### src/rtl/restart_irq_pkg.sv
package restart_irq_pkg;

  localparam logic [7:0] VEC_TRAP = 8'h24;
  localparam logic [7:0] VEC_R75  = 8'h3C;
  localparam logic [7:0] VEC_R65  = 8'h34;
  localparam logic [7:0] VEC_R55  = 8'h2C;
  localparam logic [7:0] VEC_NONE = 8'h00;

  // number of synchronized pins: trap, r75, r65, r55, intr, sid
  localparam int unsigned PIN_COUNT = 6;

  typedef enum logic [2:0] {
    SRC_NONE,
    SRC_TRAP,
    SRC_R75,
    SRC_R65,
    SRC_R55,
    SRC_INTR
  } irqSrc_e;

  // state the control reads from the datapath
  typedef struct packed {
    logic       trapQual;
    logic       r75Latch;
    logic       r65Lvl;
    logic       r55Lvl;
    logic       intrLvl;
    logic       intEn;
    logic [2:0] mask;
  } irqStatus_t;

  // strobes the control sends to the datapath
  typedef struct packed {
    logic setEn;
    logic clrEn;
    logic saveShadow;
    logic dropShadow;
    logic clrR75;
    logic clrTrap;
    logic loadMask;
    logic loadSod;
  } irqStrobe_t;

endpackage

### src/rtl/restart_irq_sync.sv
module restart_irq_sync #(
  parameter int unsigned WIDTH  = 1,
  parameter int unsigned STAGES = 2
) (
  input  logic             clk,
  input  logic             rstN,
  input  logic [WIDTH-1:0] din,
  output logic [WIDTH-1:0] dout
);

  logic [WIDTH-1:0] stage [STAGES];

  generate
    for (genvar s = 0; s < STAGES; s++) begin : g_stage
      if (s == 0) begin : g_first
        always_ff @(posedge clk or negedge rstN) begin
          if (!rstN) stage[0] <= '0;
          else       stage[0] <= din;
        end
      end else begin : g_next
        always_ff @(posedge clk or negedge rstN) begin
          if (!rstN) stage[s] <= '0;
          else       stage[s] <= stage[s-1];
        end
      end
    end
  endgenerate

  assign dout = stage[STAGES-1];

endmodule

### src/rtl/restart_irq_path.sv
module restart_irq_path
  import restart_irq_pkg::*;
#(
  parameter int unsigned SYNC_STAGES = 2
) (
  input  logic       clk,
  input  logic       rstN,
  input  logic       trapIn,
  input  logic       rst75In,
  input  logic       rst65In,
  input  logic       rst55In,
  input  logic       intrIn,
  input  logic       sidIn,
  input  logic [7:0] simData,
  input  irqStrobe_t strb,
  output irqStatus_t status,
  output logic [7:0] rimData,
  output logic       sodOut
);

  logic [PIN_COUNT-1:0] rawPins;
  logic [PIN_COUNT-1:0] syncPins;

  assign rawPins = {sidIn, intrIn, rst55In, rst65In, rst75In, trapIn};

  restart_irq_sync #(
    .WIDTH (PIN_COUNT),
    .STAGES(SYNC_STAGES)
  ) u_sync (
    .clk (clk),
    .rstN(rstN),
    .din (rawPins),
    .dout(syncPins)
  );

  logic trapLvl, r75Lvl, r65Lvl, r55Lvl, intrLvl, sidLvl;
  assign trapLvl = syncPins[0];
  assign r75Lvl  = syncPins[1];
  assign r65Lvl  = syncPins[2];
  assign r55Lvl  = syncPins[3];
  assign intrLvl = syncPins[4];
  assign sidLvl  = syncPins[5];

  logic r75Prev, trapPrev;
  logic r75Latch, trapLatch;
  logic intEn, shadowEn, shadowValid;
  logic [2:0] mask;
  logic sodReg;

  logic r75Rise, trapRise;
  assign r75Rise  = r75Lvl & ~r75Prev;
  assign trapRise = trapLvl & ~trapPrev;

  always_ff @(posedge clk or negedge rstN) begin
    if (!rstN) begin
      r75Prev  <= 1'b0;
      trapPrev <= 1'b0;
    end else begin
      r75Prev  <= r75Lvl;
      trapPrev <= trapLvl;
    end
  end

  // edge latch for the high restart; a fresh edge outranks any clear
  always_ff @(posedge clk or negedge rstN) begin
    if (!rstN)            r75Latch <= 1'b0;
    else if (r75Rise)     r75Latch <= 1'b1;
    else if (strb.clrR75) r75Latch <= 1'b0;
  end

  // edge half of the non-maskable qualifier
  always_ff @(posedge clk or negedge rstN) begin
    if (!rstN)             trapLatch <= 1'b0;
    else if (trapRise)     trapLatch <= 1'b1;
    else if (strb.clrTrap) trapLatch <= 1'b0;
  end

  // global enable: a clear wins over a set in the same cycle
  always_ff @(posedge clk or negedge rstN) begin
    if (!rstN)           intEn <= 1'b0;
    else if (strb.clrEn) intEn <= 1'b0;
    else if (strb.setEn) intEn <= 1'b1;
  end

  always_ff @(posedge clk or negedge rstN) begin
    if (!rstN) begin
      shadowEn    <= 1'b0;
      shadowValid <= 1'b0;
    end else if (strb.saveShadow) begin
      shadowEn    <= intEn;
      shadowValid <= 1'b1;
    end else if (strb.dropShadow) begin
      shadowValid <= 1'b0;
    end
  end

  always_ff @(posedge clk or negedge rstN) begin
    if (!rstN)              mask <= 3'b111;
    else if (strb.loadMask) mask <= simData[2:0];
  end

  always_ff @(posedge clk or negedge rstN) begin
    if (!rstN)             sodReg <= 1'b0;
    else if (strb.loadSod) sodReg <= simData[7];
  end

  always_comb begin
    status          = '0;
    status.trapQual = trapLatch & trapLvl;
    status.r75Latch = r75Latch;
    status.r65Lvl   = r65Lvl;
    status.r55Lvl   = r55Lvl;
    status.intrLvl  = intrLvl;
    status.intEn    = intEn;
    status.mask     = mask;
  end

  assign rimData = {sidLvl, r75Latch, r65Lvl, r55Lvl,
                    (shadowValid ? shadowEn : intEn), mask};
  assign sodOut  = sodReg;

endmodule

### src/rtl/restart_irq_ctl.sv
module restart_irq_ctl
  import restart_irq_pkg::*;
(
  input  logic       clk,
  input  logic       rstN,
  input  logic       boundary,
  input  logic       eiReq,
  input  logic       diReq,
  input  logic       simReq,
  input  logic [7:0] simData,
  input  logic       rimReq,
  input  irqStatus_t status,
  output irqStrobe_t strb,
  output logic       irqTaken,
  output logic [7:0] vectorOut,
  output logic       intaReq
);

  irqSrc_e pick;

  always_comb begin
    pick = SRC_NONE;
    if (boundary) begin
      if (status.trapQual)                              pick = SRC_TRAP;
      else if (status.intEn) begin
        if (status.r75Latch && !status.mask[2])         pick = SRC_R75;
        else if (status.r65Lvl && !status.mask[1])      pick = SRC_R65;
        else if (status.r55Lvl && !status.mask[0])      pick = SRC_R55;
        else if (status.intrLvl)                        pick = SRC_INTR;
      end
    end
  end

  function automatic logic [7:0] vecOf(irqSrc_e src);
    case (src)
      SRC_TRAP: vecOf = VEC_TRAP;
      SRC_R75:  vecOf = VEC_R75;
      SRC_R65:  vecOf = VEC_R65;
      SRC_R55:  vecOf = VEC_R55;
      default:  vecOf = VEC_NONE;
    endcase
  endfunction

  always_comb begin
    strb            = '0;
    strb.clrEn      = (pick != SRC_NONE) | diReq;
    strb.setEn      = eiReq;
    strb.saveShadow = (pick == SRC_TRAP);
    strb.clrTrap    = (pick == SRC_TRAP);
    strb.dropShadow = rimReq;
    strb.clrR75     = (pick == SRC_R75) | (simReq & simData[4]);
    strb.loadMask   = simReq & simData[3];
    strb.loadSod    = simReq & simData[6];
  end

  always_ff @(posedge clk or negedge rstN) begin
    if (!rstN) begin
      irqTaken  <= 1'b0;
      vectorOut <= VEC_NONE;
      intaReq   <= 1'b0;
    end else begin
      irqTaken  <= (pick != SRC_NONE);
      vectorOut <= vecOf(pick);
      intaReq   <= (pick == SRC_INTR);
    end
  end

endmodule

### src/rtl/restart_irq_ctrl.sv
module restart_irq_ctrl
  import restart_irq_pkg::*;
#(
  parameter int unsigned SYNC_STAGES = 2
) (
  input  logic       clk,
  input  logic       rstN,
  input  logic       trapIn,
  input  logic       rst75In,
  input  logic       rst65In,
  input  logic       rst55In,
  input  logic       intrIn,
  input  logic       sidIn,
  input  logic       boundary,
  input  logic       eiReq,
  input  logic       diReq,
  input  logic       simReq,
  input  logic [7:0] simData,
  input  logic       rimReq,
  output logic [7:0] rimData,
  output logic       irqTaken,
  output logic [7:0] vectorOut,
  output logic       intaReq,
  output logic       sodOut
);

  irqStatus_t status;
  irqStrobe_t strb;

  restart_irq_path #(
    .SYNC_STAGES(SYNC_STAGES)
  ) u_path (
    .clk    (clk),
    .rstN   (rstN),
    .trapIn (trapIn),
    .rst75In(rst75In),
    .rst65In(rst65In),
    .rst55In(rst55In),
    .intrIn (intrIn),
    .sidIn  (sidIn),
    .simData(simData),
    .strb   (strb),
    .status (status),
    .rimData(rimData),
    .sodOut (sodOut)
  );

  restart_irq_ctl u_ctl (
    .clk      (clk),
    .rstN     (rstN),
    .boundary (boundary),
    .eiReq    (eiReq),
    .diReq    (diReq),
    .simReq   (simReq),
    .simData  (simData),
    .rimReq   (rimReq),
    .status   (status),
    .strb     (strb),
    .irqTaken (irqTaken),
    .vectorOut(vectorOut),
    .intaReq  (intaReq)
  );

endmodule

### config.mk
export PLATFORM = sky130hd
export DESIGN_NAME = restart_irq_ctrl
export DESIGN_NICKNAME = d
export VERILOG_FILES = /design/src/rtl/restart_irq_pkg.sv /design/src/rtl/restart_irq_sync.sv /design/src/rtl/restart_irq_path.sv /design/src/rtl/restart_irq_ctl.sv /design/src/rtl/restart_irq_ctrl.sv
export SDC_FILE = /design/constraint.sdc
export NUM_CORES = 1
export LEC_CHECK = 0
export CAP_MARGIN = 10
export CORE_ASPECT_RATIO = 1.5
export CORE_MARGIN = 4
export CORE_UTILIZATION = 40
export CTS_CLUSTER_SIZE = 30
export DETAILED_ROUTE_END_ITERATION = 12
export GPL_ROUTABILITY_DRIVEN = 0
export PLACE_DENSITY = 0.83
export SYNTH_ARGS = -nofsm -noshare
export SYNTH_HDL_FRONTEND = slang
export SYNTH_SLANG_ARGS = --single-unit
export TNS_END_PERCENT = 100
### constraint.sdc
create_clock -name clk -period 4.3 [get_ports clk]
set_input_delay 1.29 -clock clk [delete_from_list [all_inputs] [get_ports clk]]
set_output_delay 1.29 -clock clk [all_outputs]
set_load 0.05 [all_outputs]
[Yosys cells after proc, flatten, opt, wreduce, memory -nomap -nowiden]
Index checks and enable logic that the tools add are counted.
Operators by class
  bitwise operators: 10
  muxes and demuxes: 17
  equality and inequality tests: 5
  reduce and logical (&&, ||, !) cells: 11
Operators by type and width (count)
  case mux 6 bit (4 select lines): 1
  2-to-1 mux 3 bit: 7
  2-to-1 mux 1 bit: 9
  nonzero test 2 bit: 4
  AND 1 bit: 6
  == test 3 x 2 -> 1 bit (second input constant): 2
  == test 3 bit (second input constant): 2
  == test 3 x 1 -> 1 bit (second input constant): 1
  logical AND 1 bit: 3
  logical NOT 1 bit: 3
  nonzero test 3 bit: 1
  inverter 1 bit: 2
  OR 1 bit: 2
Word-level totals
  output and inout port bits: 19
  flip-flop bits (word level): 31
  input port bits: 21

[Depth between registers and ports, before layout]
Gate-level depths: netlist of the first run.
  depth in word-level cells: 12
  depth in mapped cells: 4
  gate-level depth less buffers: 4

[Hierarchy]
Synthesis of the first run repeated with hierarchy kept, for this count alone.
Second synthesis, totals
  cells, all modules: 92
  area total of the unflattened synthesis: 1161.1 µm²
By module, submodules not included
  restart_irq_path: instances 1, cells an instance 36, area each 456.7 µm²
  restart_irq_ctl: instances 1, cells an instance 38, area each 359.1 µm²
  restart_irq_sync: instances 1, cells an instance 18, area each 345.3 µm²

[Worst setup path before layout of the first run]
Ideal clock, no wire load.
  path kind: register to output
  start point: reg u_path.intEn
  end point: out rimData[3]
  slack: 1483 ps
  arrival: 1527 ps
  stages on the path, launching flop included: 3
  buffers on the path: 0
  required time: 3010 ps
  path through: dfrtp_1 -> inv_1 -> o21ai_0
On the way
  cells in the longest elaborated chain, start to end: 1
RTL lines
  start, declared: RTL line restart_irq_path.sv:46  | logic intEn, shadowEn, shadowValid;
  start signal, assigned: RTL line restart_irq_path.sv:80  | if (!rstN) intEn <= 1'b0;
  start signal, assigned: RTL line restart_irq_path.sv:81  | else if (strb.clrEn) intEn <= 1'b0;
  start signal, assigned: RTL line restart_irq_path.sv:82  | else if (strb.setEn) intEn <= 1'b1;
  2-to-1 mux 1 bit: RTL line restart_irq_path.sv:119  | (shadowValid ? shadowEn : intEn), mask};
  end, declared: RTL line restart_irq_ctrl.sv:20  | output logic [7:0] rimData,
No other way between the ends.

[Worst setup path after layout of the first run]
Same ends and word-level chain as after synthesis.

==> results of run 1 <==
[routing by layer]
metal / wire [um] / global-route usage [%] / share of wire [%]
met5: 0 / 0 / 0
met4: 49 / 6.29 / 2.4
met3: 110 / 2.05 / 5.3
met2: 1230 / 22.8 / 60
met1: 672 / 12.9 / 33
[layout make-up]
type / count / area (um^2) / share of cell area (%)
clock buffers: 3 / 41.3 / 2.78
clock inverters: 1 / 30.0 / 2.02
inverters: 6 / 22.5 / 1.52
multi-input cells: 41 / 294 / 19.8
flip-flops and latches: 28 / 704 / 47.4
well taps: 37 / 46.3 / 3.11
repair buffers: 35 / 348 / 23.4
[power by group]
group / total, mW / internal, mW / switching (mW)
Combinational: 0.176 / 0.0690 / 0.107
Sequential: 0.310 / 0.292 / 0.0172
Clock: 0.198 / 0.124 / 0.0739
Total: 0.684 / 0.486 / 0.199
[critical path: stages, from the launching register on]
cell	delay, ps
dfrtp_1	430
inv_1	90
o21ai_0	190
clkdlybuf4s50_1	830
[synth_stat cells]
cell type	instances
buf_4	12
inv_1	6
o221ai_2	1
nor4_1	1
mux2_4	1
dfrtp_1	25
and2b_4	1
or2_2	1
mux2_2	4
a311oi_1	1
nor2b_1	2
nor4_4	1
o2111ai_2	1
dfstp_2	3
and3_1	1
o21ai_0	2
nor2b_2	2
nand3_1	2
o21ai_2	1
nand2_1	7
a22o_2	1
conb_1	1
mux2i_1	1
nor2_1	5
o22ai_1	1
[worst max path at each step]
stage / start / end / slack (ps) / cells after the start
finish: u_path.intEn / rimData[3] / 1210 / 3
global route: u_path.intEn / rimData[3] / 1110 / 3
CTS: u_path.intEn / rimData[3] / 1180 / 3
detailed placement: boundary / u_ctl.vectorOut[2] / 1500 / 4
global placement: u_path.intEn / rimData[3] / 1500 / 3
floorplan: u_path.intEn / rimData[3] / 1480 / 2
[sequential cells by signal (all words and copies together), names as in the netlist]
register,cells
u_path.trapLatch,1
u_ctl.vectorOut,3
u_path.trapPrev,1
u_path.mask,3
u_path.u_sync.dout,6
u_path.intEn,1
u_ctl.intaReq,1
u_path.r75Prev,1
u_path.shadowValid,1
u_path.sodOut,1
u_path.u_sync.stage,6
u_path.r75Latch,1
u_path.shadowEn,1
u_ctl.irqTaken,1
[cells by family after synthesis]
logic type	count (synthesis)	synth area share, %
and+or+nand+nor	23	12.3
AOI/OAI and AO/OA	8	6.71
other	1	0.341
DFF	28	64.1
muxes	6	6.37
buffers and inverters	18	10.2
[through the flow]
| step | power (mW) | utilization (%) | std cells | hold WS, ps | area (um^2) |
|---|---|---|---|---|---|
| floorplan | 0.438 | - | 87 | 331 | 1110 |
| CTS | 0.690 | 56.1 | 151 | 356 | 1490 |
| finish | 0.684 | 56.1 | 151 | 354 | 1490 |
| detailed placement | 0.491 | 53.4 | 147 | 335 | 1420 |
| global route | 0.714 | 56.1 | 151 | 362 | 1490 |
| global placement | 0.484 | 53.4 | 147 | 332 | 1420 |
==> results.py, run 1 <==
metrics = {
    "clock_tree": {
        "cts_tree": "done",
        "cts.sinks": 28,
        "clkSlewWorstSetupHoldPaths_ps": 90,
        "cts_root_buf": "clkbuf_8",
        "inserted_clock_buffers": 3,
        "cts_repair_resize_count": 0,
        "worst_skew_pair.late_latency_ps": 260,
        "cts_h_tree_depth": 1,
        "clock_tree.buffer_depth": 2,
        "cts.repair_timing.setup_buffer_count": 0,
        "post_cts_hold_buffer_count": 0,
    },
    "cells_and_area": {
        "antenna_cells": 0,
        "final_layout_size_suffix_gt1_share_pct": 19.3,
        "layout.cells.most_common_list": "clkdlybuf4s50_1 (34), dfrtp_1 (25), nand2_1 (7)",
        "fin_nets": 136,
        "final.fill_count": 232,
        "mostFrequentLayoutCell": "clkdlybuf4s50_1",
        "area_growth_syn_to_layout_pct": 35.2,
    },
    "hold_path": {
        "path_class_of_the_lowest_slack_min_delay_path": "reg -> reg",
        "worstHoldEndpoint": "u_path.u_sync.dout[3]",
        "hold-path-cell-count": 0,
        "hold_start": "u_path.u_sync.stage[9]",
    },
    "logic_synthesis": {
        "syn_area_mm2": 0.00110,
        "syn_avg_cell_area_um2": 13.1,
        "proportion_of_synthesized_chip_area_in_sequential_cells_pct": 64.1,
        "total_number_of_yosys_warnings": 0,
        "yosys.cell_types.count": 25,
        "synthCells": 84,
        "synth_seq_cells": 28,
        "netlist.area_leader.share_pct": 56.9,
        "synth_top_cell_by_area": "dfrtp_1",
        "synthTopCellsByArea": "dfrtp_1 (57%), buf_4 (8.2%), dfstp_2 (7.2%)",
    },
    "detailed_routing": {
        "route.detailed.wl_per_inst_um": 13.6,
        "route.antenna.remaining_nets": 0,
        "remaining_drc_errors": 0,
        "dr.first_iter.drc_count": 10,
        "drt-total-wl_um": 2060,
        "drtPass1Iterations": 2,
        "routed_via_density": 4.58,
        "detailroute.via_count": 692,
    },
    "global_routing": {
        "first_global_vias": 730,
        "initial_antenna_violation_count": 0,
        "grt_overflow": 0,
        "grt_usage_pct": 12.3,
        "wire_length_of_the_first_global_routing_pass_um": 3370,
        "grt_start_max_net_pins": 27,
    },
    "die": {
        "coreArea_mm2": 0.00265,
        "fp.dieH_um": 72.2,
        "std_cell_rows": 23,
        "design.die.area_mm2": 0.00367,
        "initial_utilization_pct": 41.5,
        "io_pins": 40,
        "die-width_um": 50.8,
    },
    "worst_setup_path": {
        "cp_max_fo": 4,
        "crit-reg2reg-launch": "u_path.mask[1]",
        "worstSetupStartpointType": "register",
        "worstSetupPathType": "reg -> out",
        "worst_ep_arrival_time_ps": 1800,
        "reg2regPathDepth": 4,
        "crit-reg2reg-capture": "u_path.shadowEn",
        "endpoint_class_of_the_critical_path": "output pin",
        "r2r_slack_ps": 2740,
        "worstPathRequired_ps": 3010,
    },
    "place": {
        "dp.final_hpwl_um": 1590,
        "numPortBuffers": 34,
        "post-place-ws_ps": 1500,
    },
    "sta": {
        "tns_ps": 0,
        "max_slew.worst_pin.slew_ps": 1080,
        "setup_violations": 0,
        "postLayoutSetupSlackWorst_ps": 1210,
        "rsz0062_at_grt": "false",
        "worst_relative_slew_slack_pct": 27.7,
        "clock-skew-final_ps": 1.71,
        "finalWorstPathRequiredPeriod_ps": 3090,
        "drv_slew": 0,
        "timing.fmax_ghz": 0.323,
        "layout_worst_path_cycle_share_pct": 71.9,
        "timing.final.hold_violations": 0,
    },
    "power": {
        "worst_ir_drop_vdd_mv": 0.389,
        "pwr_cell_area_mw_per_mm2": 460,
        "leakage_nw": 0.653,
    },
    "run": {
        "max_cap_viol_count": 0,
    },
    "run_status": {
        "outcome": "complete, no violations",
    },
}
Note: power is estimated with default switching activity, not from simulation.
==> inputs of run 2 (changes only) <==
--- a/config.mk
+++ b/config.mk
@@ -8,11 +8,11 @@
 export CAP_MARGIN = 10
 export CORE_ASPECT_RATIO = 1.5
 export CORE_MARGIN = 4
-export CORE_UTILIZATION = 40
+export CORE_UTILIZATION = 39
 export CTS_CLUSTER_SIZE = 30
 export DETAILED_ROUTE_END_ITERATION = 12
 export GPL_ROUTABILITY_DRIVEN = 0
-export PLACE_DENSITY = 0.83
+export PLACE_DENSITY = 0.84
 export SYNTH_ARGS = -nofsm -noshare
 export SYNTH_HDL_FRONTEND = slang
 export SYNTH_SLANG_ARGS = --single-unit
==> constraint.sdc (replaced) <==
create_clock -name clk -period 2.78 [get_ports clk]
set_input_delay 0.834 -clock clk [delete_from_list [all_inputs] [get_ports clk]]
set_output_delay 0.834 -clock clk [all_outputs]
set_load 0.05 [all_outputs]
==> results.py, run 2 (same netlist as run 1, synthesis figures left out) <==
metrics = {
    "run_status": {
        "outcome": "complete, no violations",
    },
    "sta": {
        "max_slew.worst_pin.slew_ps": 506,
        "timing.final.hold_violations": 0,
        "drv_slew": 0,
        "rsz0062_at_grt": "false",
        "finalWorstPathRequiredPeriod_ps": 2600,
        "setup_violations": 0,
        "worst_relative_slew_slack_pct": 66.2,
        "postLayoutSetupSlackWorst_ps": 175,
        "clock-skew-final_ps": 2.23,
        "layout_worst_path_cycle_share_pct": 93.7,
        "timing.fmax_ghz": 0.384,
        "tns_ps": 0,
    },
    "clock_tree": {
        "inserted_clock_buffers": 3,
        "clkSlewWorstSetupHoldPaths_ps": 90,
        "cts.sinks": 28,
        "cts_repair_resize_count": 0,
        "cts_h_tree_depth": 1,
        "clock_tree.buffer_depth": 2,
        "cts.repair_timing.setup_buffer_count": 0,
        "cts_root_buf": "clkbuf_8",
        "cts_tree": "done",
        "post_cts_hold_buffer_count": 0,
        "worst_skew_pair.late_latency_ps": 270,
    },
    "cells_and_area": {
        "fin_nets": 136,
        "final.fill_count": 224,
        "final_layout_size_suffix_gt1_share_pct": 19.3,
        "seq_cell_area_um2": 704,
        "multiInputGateArea_um2": 294,
        "antenna_cells": 0,
        "mostFrequentLayoutCell": "clkdlybuf4s50_1",
        "layout.cells.most_common_list": "clkdlybuf4s50_1 (34), dfrtp_1 (25), nand2_1 (7)",
        "fin_util_pct": 54.9,
        "area_growth_syn_to_layout_pct": 33.7,
        "finalInstanceArea_mm2": 0.00147,
    },
    "detailed_routing": {
        "dr.first_iter.drc_count": 8,
        "route.antenna.remaining_nets": 0,
        "detailroute.via_count": 665,
        "route.detailed.wl_per_inst_um": 11.8,
        "remaining_drc_errors": 0,
        "drtPass1Iterations": 2,
        "drt-total-wl_um": 1790,
        "routed_via_density": 4.40,
    },
    "hold_path": {
        "path_class_of_the_lowest_slack_min_delay_path": "reg -> reg",
        "hold-path-cell-count": 0,
    },
    "run": {
        "max_cap_viol_count": 0,
    },
    "global_routing": {
        "initial_antenna_violation_count": 0,
        "grt_start_max_net_pins": 29,
        "grt_overflow": 0,
        "first_global_vias": 688,
        "grt_usage_pct": 10.5,
        "wire_length_of_the_first_global_routing_pass_um": 2880,
    },
    "die": {
        "io_pins": 40,
        "design.die.area_mm2": 0.00375,
        "fp.dieH_um": 73.0,
        "std_cell_rows": 23,
        "initial_utilization_pct": 41.1,
        "coreArea_mm2": 0.00268,
        "die-width_um": 51.4,
    },
    "place": {
        "post-place-ws_ps": 456,
        "numPortBuffers": 34,
        "dp.final_hpwl_um": 1430,
        "placed_cell_area_mm2": 0.00142,
    },
    "power": {
        "worst_ir_drop_vdd_mv": 0.457,
        "leakage_nw": 0.646,
        "pwr_cell_area_mw_per_mm2": 671,
        "power_mw": 0.987,
    },
    "worst_setup_path": {
        "worst_ep_arrival_time_ps": 1770,
        "worstSetupPathType": "reg -> out",
        "reg2regPathDepth": 4,
        "worstPathRequired_ps": 1950,
        "cp_max_fo": 4,
        "endpoint_class_of_the_critical_path": "output pin",
        "worstSetupStartpointType": "register",
    },
}
run 2: cell types whose count changed in the layout (fill, tap and decap cells not counted):
cell,change
clkbuf_8,+1
bufinv_16,-1
run 2: where the power goes:
| group | switching (mW) | internal, mW | total [mW] | leakage, nW |
|---|---|---|---|---|
| Combinational | 0.163 | 0.107 | 0.269 | 0.283 |
| Clock | 0.114 | 0.126 | 0.241 | 0.0288 |
| Sequential | 0.0242 | 0.452 | 0.476 | 0.335 |
| Total | 0.301 | 0.685 | 0.987 | 0.646 |
run 2: worst max-delay path, stage by stage, from the launching register on:
cell	delay (ps)
dfrtp_1	400
inv_1	90
o21ai_0	190
clkdlybuf4s50_1	830
run 2: routing by layer:
metal	track usage, %	routed length, um	part of all wire (%)	up-vias
li1	-	-	-	323
met1	11.9	621	35	315
met2	17.6	1020	57	23
met3	1.84	111	6.2	4
met4	7.00	36	2.0	0
met5	0	0	0	-
run 2: worst paths after layout:
path | slack [ps] | end | startpoint
setup / recovery | 180 | rimData[3] | u_path.intEn
hold / removal | 350 | u_path.u_sync.dout[4] | u_path.u_sync.stage[10]
setup reg to reg | 1210 | u_path.shadowEn | u_path.mask[1]
hold reg to reg | 350 | u_path.u_sync.dout[4] | u_path.u_sync.stage[10]
max in group asynchronous | 1560 | u_path.mask[2] | rstN
min in group asynchronous | 920 | u_path.sodOut | rstN
run 2: layout make-up:
| cell class | count | share of cell area [%] |
|---|---|---|
| Sequential cell | 28 | 47.9 |
| Multi-Input combinational cell | 41 | 20.0 |
| Clock buffer | 4 | 3.74 |
| Inverter | 6 | 1.53 |
| Tap cell | 37 | 3.15 |
| Timing Repair Buffer | 35 | 23.7 |
run 2: through the flow:
stage,hold slack [ps],instances
after floorplan,331,87
after global placement,332,147
after detailed placement,335,147
after CTS,356,151
after global routing,361,151
final,354,151
